**config.mk**
```make
export PLATFORM = sky130hd
export DESIGN_NAME = pwr_mon_irq
export DESIGN_NICKNAME = d
export VERILOG_FILES = /design/src/rtl/pwr_irq_pkg.sv /design/src/rtl/pwr_sync.sv /design/src/rtl/pwr_evt_cell.sv /design/src/rtl/pwr_ctrl_regs.sv /design/src/rtl/pwr_mon_irq.sv
export SDC_FILE = /design/constraint.sdc
export NUM_CORES = 1
export LEC_CHECK = 0
export ABC_CLOCK_PERIOD_IN_PS = 2150
export BUFFER_PORTS_ARGS = -buffer_cell sky130_fd_sc_hd__buf_4
export CAP_MARGIN = 25
export CORE_MARGIN = 8
export CORE_UTILIZATION = 39
export DETAILED_ROUTE_END_ITERATION = 7
export PLACE_DENSITY = 0.84
export SYNTH_ARGS = -nofsm -noshare
export SYNTH_HDL_FRONTEND = slang
export SYNTH_SLANG_ARGS = --single-unit
```
**constraint.sdc**
```tcl
create_clock -name clk -period 2.15 [get_ports clk]
set_clock_uncertainty 0.05 [all_clocks]
set_input_delay 0.43 -clock clk [delete_from_list [all_inputs] [get_ports clk]]
set_output_delay 0.43 -clock clk [all_outputs]
set_load 0.1 [all_outputs]
```
**src/rtl/pwr_irq_pkg.sv**
```systemverilog
package pwr_irq_pkg;
  // Status view of one source, packed low to high: latched, masked, live.
  typedef struct packed {
    logic live;
    logic masked;
    logic raw;
  } src_stat_t;

  localparam int unsigned FIELDS_PER_SRC = 3;
  localparam int unsigned CTRL_BITS_PER_SRC = 2;
endpackage

```
**src/rtl/pwr_sync.sv**
```systemverilog
module pwr_sync #(
  parameter int unsigned W      = 3,
  parameter int unsigned STAGES = 2
) (
  input  logic         clk,
  input  logic         rst_n,
  input  logic [W-1:0] d_async,
  output logic [W-1:0] q_sync
);
  logic [W-1:0] stg [STAGES];

  always_ff @(posedge clk or negedge rst_n) begin
    if (!rst_n) begin
      for (int i = 0; i < STAGES; i++) stg[i] <= '0;
    end else begin
      stg[0] <= d_async;
      for (int i = 1; i < STAGES; i++) stg[i] <= stg[i-1];
    end
  end

  assign q_sync = stg[STAGES-1];

  generate
    for (genvar g = 1; g < STAGES; g++) begin : g_chk
      // each stage carries the previous stage one edge later
      assert_stage_shift_R2: assert property (@(posedge clk) disable iff (!rst_n)
        stg[g] == $past(stg[g-1]));
    end
  endgenerate
endmodule

```
**src/rtl/pwr_evt_cell.sv**
```systemverilog
module pwr_evt_cell
  import pwr_irq_pkg::*;
(
  input  logic      clk,
  input  logic      rst_n,
  input  logic      lvl_sync,
  input  logic      clr,
  input  logic      en,
  output src_stat_t stat
);
  logic prev_q;
  logic raw_q;
  logic rise;

  assign rise = lvl_sync & ~prev_q;

  always_ff @(posedge clk or negedge rst_n) begin
    if (!rst_n) begin
      prev_q <= 1'b0;
      raw_q  <= 1'b0;
    end else begin
      prev_q <= lvl_sync;
      if (rise)     raw_q <= 1'b1;
      else if (clr) raw_q <= 1'b0;
    end
  end

  always_comb begin
    stat.raw    = raw_q;
    stat.masked = raw_q & en;
    stat.live   = lvl_sync;
  end

  assert_set_wins_R5: assert property (@(posedge clk) disable iff (!rst_n)
    rise |=> raw_q);
  assert_clear_takes_R4: assert property (@(posedge clk) disable iff (!rst_n)
    (clr && !rise) |=> !raw_q);
  assert_sticky_R4: assert property (@(posedge clk) disable iff (!rst_n)
    (raw_q && !clr) |=> raw_q);
endmodule

```
**src/rtl/pwr_ctrl_regs.sv**
```systemverilog
module pwr_ctrl_regs #(
  parameter int unsigned NSRC     = 3,
  parameter int unsigned ADDR_W   = 4,
  parameter int unsigned CTRL_OFS = 0
) (
  input  logic              clk,
  input  logic              rst_n,
  input  logic              bus_wr,
  input  logic [ADDR_W-1:0] bus_addr,
  input  logic [2*NSRC-1:0] wdata_lo,
  output logic [NSRC-1:0]   en_q,
  output logic [NSRC-1:0]   clr_pulse
);
  logic ctrl_wr;

  assign ctrl_wr = bus_wr && (bus_addr == ADDR_W'(CTRL_OFS));

  generate
    for (genvar k = 0; k < NSRC; k++) begin : g_src
      always_ff @(posedge clk or negedge rst_n) begin
        if (!rst_n)       en_q[k] <= 1'b0;
        else if (ctrl_wr) en_q[k] <= wdata_lo[2*k];
      end
      assign clr_pulse[k] = ctrl_wr & wdata_lo[2*k+1];
    end
  endgenerate
endmodule

```
**src/rtl/pwr_mon_irq.sv**
```systemverilog
module pwr_mon_irq
  import pwr_irq_pkg::*;
#(
  parameter int unsigned NSRC        = 3,
  parameter int unsigned ADDR_W      = 4,
  parameter int unsigned DATA_W      = 32,
  parameter int unsigned SYNC_STAGES = 2,
  parameter int unsigned CTRL_OFS    = 0,
  parameter int unsigned STAT_OFS    = 4
) (
  input  logic              clk,
  input  logic              rst_n,
  input  logic              bus_wr,
  input  logic [ADDR_W-1:0] bus_addr,
  input  logic [DATA_W-1:0] bus_wdata,
  output logic [DATA_W-1:0] bus_rdata,
  input  logic [NSRC-1:0]   mon_in,
  output logic              irq
);
  localparam int unsigned CW = CTRL_BITS_PER_SRC * NSRC;
  localparam int unsigned SW = FIELDS_PER_SRC * NSRC;

  logic [NSRC-1:0] lvl_sync;
  logic [NSRC-1:0] en_q;
  logic [NSRC-1:0] clr_pulse;
  logic [NSRC-1:0] masked_v;
  logic [SW-1:0]   stat_vec;
  logic [CW-1:0]   ctrl_vec;
  src_stat_t       stat [NSRC];
  logic            unused_wdata;

  assign unused_wdata = ^bus_wdata[DATA_W-1:CW];

  pwr_sync #(.W(NSRC), .STAGES(SYNC_STAGES)) u_sync (
    .clk     (clk),
    .rst_n   (rst_n),
    .d_async (mon_in),
    .q_sync  (lvl_sync)
  );

  pwr_ctrl_regs #(.NSRC(NSRC), .ADDR_W(ADDR_W), .CTRL_OFS(CTRL_OFS)) u_ctrl (
    .clk       (clk),
    .rst_n     (rst_n),
    .bus_wr    (bus_wr),
    .bus_addr  (bus_addr),
    .wdata_lo  (bus_wdata[CW-1:0]),
    .en_q      (en_q),
    .clr_pulse (clr_pulse)
  );

  generate
    for (genvar k = 0; k < NSRC; k++) begin : g_src
      pwr_evt_cell u_cell (
        .clk      (clk),
        .rst_n    (rst_n),
        .lvl_sync (lvl_sync[k]),
        .clr      (clr_pulse[k]),
        .en       (en_q[k]),
        .stat     (stat[k])
      );
      assign stat_vec[FIELDS_PER_SRC*k +: FIELDS_PER_SRC] = stat[k];
      assign masked_v[k] = stat[k].masked;
      assign ctrl_vec[2*k]   = en_q[k];
      assign ctrl_vec[2*k+1] = 1'b0;
    end
  endgenerate

  assign irq = |masked_v;

  always_comb begin
    bus_rdata = '0;
    if (bus_addr == ADDR_W'(CTRL_OFS))      bus_rdata[CW-1:0] = ctrl_vec;
    else if (bus_addr == ADDR_W'(STAT_OFS)) bus_rdata[SW-1:0] = stat_vec;
  end

  // with every enable clear no request can be raised
  assert_no_irq_disabled_R6: assert property (@(posedge clk) disable iff (!rst_n)
    (en_q == '0) |-> !irq);
endmodule

```
==> results.py, run 1 <==
metrics = {
    "critical_path": {
        "cp.buffers_inverters": 2,
        "reg2regPathDepth": 2,
        "rr_startpoint": "g_src[1].u_cell.raw_q$_DFFE_PN0P_",
        "path_class": "in2out",
        "crit_top_cell": "buf_4",
        "cp_slowest_stage_delay_ns": 0.54,
        "r2r-end": "g_src[1].u_cell.raw_q$_DFFE_PN0P_",
        "cp-start-kind": "input port",
        "slowest_stage": "or3_2",
        "cp_max_fo": 3,
        "critPathTopFamily": "simple AND/OR/NAND/NOR gates",
        "rrSetupSlack_ns": 1.15,
        "crit_required_ns": 1.67,
        "worstPathCellList": "buf_4 -> or3_2 -> a21oi_4 -> buf_4",
        "endpoint_kind": "primary output",
        "crit_arrival_ns": 1.52,
    },
    "global_route": {
        "grt_overflow": 0,
        "grt_use_total_pct": 7.961,
        "antenna_found_initial": 0,
        "grt_pass1_wl_um": 2249,
        "grt_pass1_vias": 483,
        "grt_max_degree": 16,
    },
    "place": {
        "gp_congestion": 0.7696,
        "io_buffers": 25,
        "place_hpwl_um": 1357,
        "post-place-cells": 121,
    },
    "routing": {
        "drt-met1-wl_um": 599,
        "drt-total-wl_um": 1594,
        "wire_per_inst_um": 12.65,
        "ant_nets": 0,
        "dr_total_vias": 528,
        "drtIter0Drc": 11,
        "post_drt_via_cell_ratio": 4.190,
        "top_layer_used": "met3",
        "dr.pass1.iters": 4,
        "route.met2.wl_um": 634,
        "dr_wl_met3_um": 361,
        "drcViolationCount": 0,
    },
    "synth": {
        "yosys_register_bits": 15,
        "syn_inst": 70,
        "synth-main-ff-cell": "dfrtp_1",
        "netlist-cell-type-count": 20,
        "async_reset_ff_share_pct": 100.0,
        "syn_area_sq_um": 809.5,
        "syn_area_per_cell_sq_um": 11.56,
        "yosysSeqAreaShare_pct": 46.37,
        "synth-edff-count": 0,
        "synth_warnings": 0,
    },
    "min_path": {
        "min_path_cells": 1,
        "hp-class": "in2reg",
        "min_to": "u_sync.stg[3]$_DFF_PN0_",
        "min_from": "mon_in[0]",
    },
    "floorplan": {
        "io_pins": 75,
        "core_area_sq_mm": 0.001962,
        "die_h_um": 61.56,
        "fp-row-count": 16,
        "dieArea_sq_mm": 0.003790,
        "die_w_um": 61.56,
        "start_util_pct": 41.26,
    },
    "pwr": {
        "total_leakage_power_uw": 0.0005286,
        "irDropWorstVdd_mv": 0.4517,
        "power_density_mw_per_mm2": 831.6,
    },
    "final_layout": {
        "drive_gt1_share_pct": 44.44,
        "nets": 142,
        "final_util_pct": 50.89,
        "area_delta_synth_final_pct": 23.34,
        "final_cells": 126,
        "num-fill-cells": 191,
        "n_antenna_cell": 0,
    },
    "clock_tree": {
        "path_clk_slew_ns": 0.09,
        "cts_max_level": 1,
        "cts.sinks": 15,
        "cts_tree": "built",
        "clockRootBuffer": "clkbuf_4",
        "cts_buffers": 3,
        "clk_latency_ns": 0.27,
        "cts_max_path_buffers": 2,
        "cts.repair.resized": 0,
    },
    "sta": {
        "hold_viol": 0,
        "fin_crit_ns": 2.002,
        "finalSetupViolations": 0,
        "drv_slew": 0,
        "fin_crit_sh_pct": 93.10,
        "setup_tns_ns": 0,
        "rsz0062_at_grt": "false",
        "max_freq_mhz": 499.6,
    },
    "status": {
        "status": "finished clean",
    },
    "run": {
        "maxCapViolCount": 0,
    },
}
-- cell usage in the layout, fill, tap and decap left out --
cell type | Yosys | final
a21oi_4 | 0 | 1
mux2i_1 | 2 | 2
nor2_2 | 0 | 2
nand3_1 | 1 | 1
or3_2 | 1 | 1
dfrtp_1 | 15 | 15
nor3_4 | 1 | 1
buf_4 | 23 | 26
mux2_4 | 3 | 3
nor2b_1 | 3 | 3
dlygate4sd3_1 | 0 | 1
a221o_1 | 3 | 3
inv_1 | 4 | 4
nand3b_4 | 1 | 1
and4_2 | 1 | 1
a222oi_1 | 1 | 1
and2_4 | 0 | 1
conb_1 | 1 | 23
nand2b_1 | 1 | 1
clkbuf_1 | 0 | 1
and3_2 | 4 | 4
clkbuf_4 | 0 | 3
-- Yosys cell counts (2+ instances only) --
cell	n	area [sq um]
mux2i_1	2	20.02
nor2b_1	3	18.77
buf_4	23	172.7
dfrtp_1	15	375.4
a221o_1	3	30.03
nor2_1	2	7.510
mux2_4	3	45.04
inv_1	4	15.01
and3_2	4	30.03
-- timing repair --
item                                   CTS  global route
endpoints found under the hold margin   15             0
setup buffers                            0             0
hold buffers                             1             0
-- power by group --
group          total [uW]  internal [uW]  switching (uW)  leakage, uW
combinational         352           65.5             287     0.000345
clock                 155           71.8            82.7    0.0000150
sequential            323            304            18.9     0.000168
total                 830            442             389     0.000529
-- registers in the layout, indices dropped and copies added (netlist names) --
name,count
g_src.u_cell.prev_q,3
g_src.u_cell.raw_q,3
u_ctrl.en_q,3
u_sync.q_sync,3
u_sync.stg,3
-- how the worst max path moves through the flow --
| stage | start | end | slack [ns] | cells past startpoint |
|---|---|---|---|---|
| 2_1_floorplan | bus_addr[3] | bus_rdata[0] | -0.13 | 2 |
| 3_3_place_gp | bus_addr[3] | bus_rdata[4] | 0.16 | 4 |
| 3_5_place_dp | bus_addr[3] | bus_rdata[4] | 0.15 | 4 |
| 4_1_cts | bus_addr[3] | bus_rdata[4] | 0.15 | 4 |
| 5_1_grt | bus_addr[3] | bus_rdata[0] | 0.09 | 4 |
| 6_report | bus_addr[3] | bus_rdata[4] | 0.15 | 4 |
-- cell families (layout without fill, tap and decap cells) --
kind of cell | Yosys count | count (layout) | share of synthesized area, %
buffers and inverters | 28 | 35 | 23.80
AND/OR/NAND/NOR | 16 | 16 | 15.77
flip-flops | 15 | 15 | 46.37
AO/OA/AOI/OAI | 5 | 5 | 5.564
multiplexers | 5 | 5 | 8.037
other | 1 | 23 | 0.4632
-- through the flow --
| step | hold WS, ns | area [sq um] | setup WS [ns] | total power, uW |
|---|---|---|---|---|
| CTS | 0.1943 | 998.5 | 0.1457 | 839.8 |
| global route | 0.1875 | 998.5 | 0.09184 | 865.3 |
| global placement | 0.2353 | 962.2 | 0.1554 | 675.7 |
| finish | 0.2048 | 998.5 | 0.1484 | 830.3 |
| floorplan | 0.08441 | 910.9 | -0.1253 | 656.5 |
| detailed placement | 0.2440 | 962.2 | 0.1541 | 680.8 |
-- cell type report --
cell class / count / area [sq um] / area share (%)
Timing Repair Buffer: 27 / 205.2 / 20.55
Sequential cell: 15 / 375.4 / 37.59
Inverter: 4 / 15.01 / 1.504
Multi-Input combinational cell: 49 / 342.8 / 34.34
Tap cell: 27 / 33.78 / 3.383
Clock buffer: 4 / 26.28 / 2.632
-- routing by layer --
layer  track usage, %  vias up
met5                0        -
li1                 -      247
met1            9.379      238
met3            4.593        0
met4            2.922        0
met2            11.67       43
(Power assumes the default switching activity.)
==> run 2, diff against run 1 <==
--- a/config.mk
+++ b/config.mk
@@ -12,6 +12,7 @@
 export CORE_UTILIZATION = 39
 export DETAILED_ROUTE_END_ITERATION = 7
 export PLACE_DENSITY = 0.84
+export RECOVER_POWER = 100
 export SYNTH_ARGS = -nofsm -noshare
 export SYNTH_HDL_FRONTEND = slang
 export SYNTH_SLANG_ARGS = --single-unit
==> results.py, run 2 (synthesis gave the netlist of run 1 again) <==
metrics = {
    "status": {
        "status": "finished clean",
    },
    "routing": {
        "wire_per_inst_um": 12.62,
        "drt-total-wl_um": 1590,
        "dr_total_vias": 526,
        "drcViolationCount": 0,
        "post_drt_via_cell_ratio": 4.175,
        "drtIter0Drc": 13,
        "ant_nets": 0,
        "dr.pass1.iters": 5,
    },
    "pwr": {
        "p_clk_share_pct": 19.0,
        "switching_share_pct": 47.42,
        "power.internal_uw": 427.4,
        "p_seq_share_pct": 39.7,
        "p_switching_uw": 385.5,
        "irDropWorstVdd_mv": 0.4505,
        "p_comb_share_pct": 41.3,
        "power_density_mw_per_mm2": 853.7,
        "finalPower_uw": 812.9,
        "total_leakage_power_uw": 0.0004833,
    },
    "global_route": {
        "grt_overflow": 0,
        "grt_use_total_pct": 7.961,
        "grt_pass1_wl_um": 2249,
        "grt_pass1_vias": 483,
        "antenna_found_initial": 0,
        "grt_max_degree": 16,
    },
    "floorplan": {
        "core_area_sq_mm": 0.001962,
        "dieArea_sq_mm": 0.003790,
        "die_w_um": 61.56,
        "io_pins": 75,
        "fp-row-count": 16,
        "die_h_um": 61.56,
        "start_util_pct": 41.26,
    },
    "sta": {
        "max_freq_mhz": 493.1,
        "hold_viol": 0,
        "finalSetupViolations": 0,
        "rsz0062_at_grt": "false",
        "relSlewSlack_pct": 48.26,
        "fin_crit_sh_pct": 94.33,
        "worst_slew_pin_slew_ns": 0.7762,
        "whs_ns": 0.2270,
        "fin_crit_ns": 2.028,
        "drv_slew": 0,
    },
    "run": {
        "maxCapViolCount": 0,
    },
    "clock_tree": {
        "cts.repair.resized": 0,
        "cts_buffers": 3,
        "cts_max_level": 1,
        "cts.sinks": 15,
        "clockRootBuffer": "clkbuf_4",
        "path_clk_slew_ns": 0.09,
        "cts_tree": "built",
        "clk_latency_ns": 0.27,
        "post_cts_buffers": 0,
        "cts_max_path_buffers": 2,
    },
    "final_layout": {
        "most-common-layout-cells": "conb_1, dfrtp_1, clkbuf_4",
        "area_delta_synth_final_pct": 17.62,
        "n_antenna_cell": 0,
        "final_util_pct": 48.53,
        "drive_gt1_share_pct": 38.38,
        "nets": 142,
        "final_common_cell": "conb_1",
    },
    "place": {
        "gp_congestion": 0.7696,
        "place_hpwl_um": 1357,
        "io_buffers": 25,
    },
    "critical_path": {
        "crit_required_ns": 1.67,
        "cp-start-kind": "input port",
        "crit_arrival_ns": 1.55,
        "endpoint_kind": "primary output",
        "path_class": "in2out",
        "cp_max_fo": 3,
    },
    "min_path": {
        "hp-class": "in2reg",
    },
}
## run 2: cell type report
cell class / count / area (sq um)
well taps: 27 / 33.78
multi-input cells: 49 / 311.5
clock buffers: 4 / 26.28
inverters: 4 / 15.01
flip-flops and latches: 15 / 375.4
repair buffers: 27 / 190.2
fillers: 202 / 1010
## run 2: what timing repair did
item / 4_1_cts / 5_1_grt
hold buffers: 1 / 0
endpoints found under the hold margin: 15 / 0
setup endpoints to repair: 0 / 0
## run 2: path summary, 6_finish.rpt
kind / cells after the start / slack, ns / start / to
max reg2reg: 2 / 1.16 / g_src[1].u_cell.raw_q$_DFFE_PN0P_ / g_src[1].u_cell.raw_q$_DFFE_PN0P_
max in group asynchronous: 2 / 0.88 / rst_n / u_sync.q_sync[1]$_DFF_PN0_
max: 4 / 0.12 / bus_addr[3] / bus_rdata[4]
min reg2reg: 0 / 0.31 / u_sync.stg[3]$_DFF_PN0_ / u_sync.q_sync[0]$_DFF_PN0_
min in group asynchronous: 2 / 0.68 / rst_n / u_sync.stg[3]$_DFF_PN0_
min: 1 / 0.23 / mon_in[0] / u_sync.stg[3]$_DFF_PN0_
## run 2: per-layer routing
layer  up-vias  track usage [%]  wire, um
li1        248                -         -
met1       237            9.379       604
met2        41            11.67       639
met3         0            4.593       347
met4         0            2.922         0
met5         -                0         0
## run 2: stage by stage
stage	instances	setup slack [ns]	setup TNS (ns)	instance area, sq um
after global routing	126	0.04733	0	952.2
final	126	0.1219	0	952.2
after CTS	126	0.1457	0	998.5
after global placement	121	0.1554	0	962.2
after floorplan	92	-0.1253	-0.2505	910.9
after detailed placement	121	0.1541	0	962.2
## run 2: worst max-delay path: stages
cell	delay, ns
clkbuf_4	0.11
or3_2	0.54
a21oi_4	0.13
clkbuf_4	0.34
## run 2: power by group through the flow
stage	Clock (uW)	Combinational, uW	Sequential (uW)
2_1_floorplan	0	334	323
3_3_place_gp	0	348	327
3_5_place_dp	0	351	329
4_1_cts	163	353	324
5_1_grt	175	346	326
6_report	154	335	323
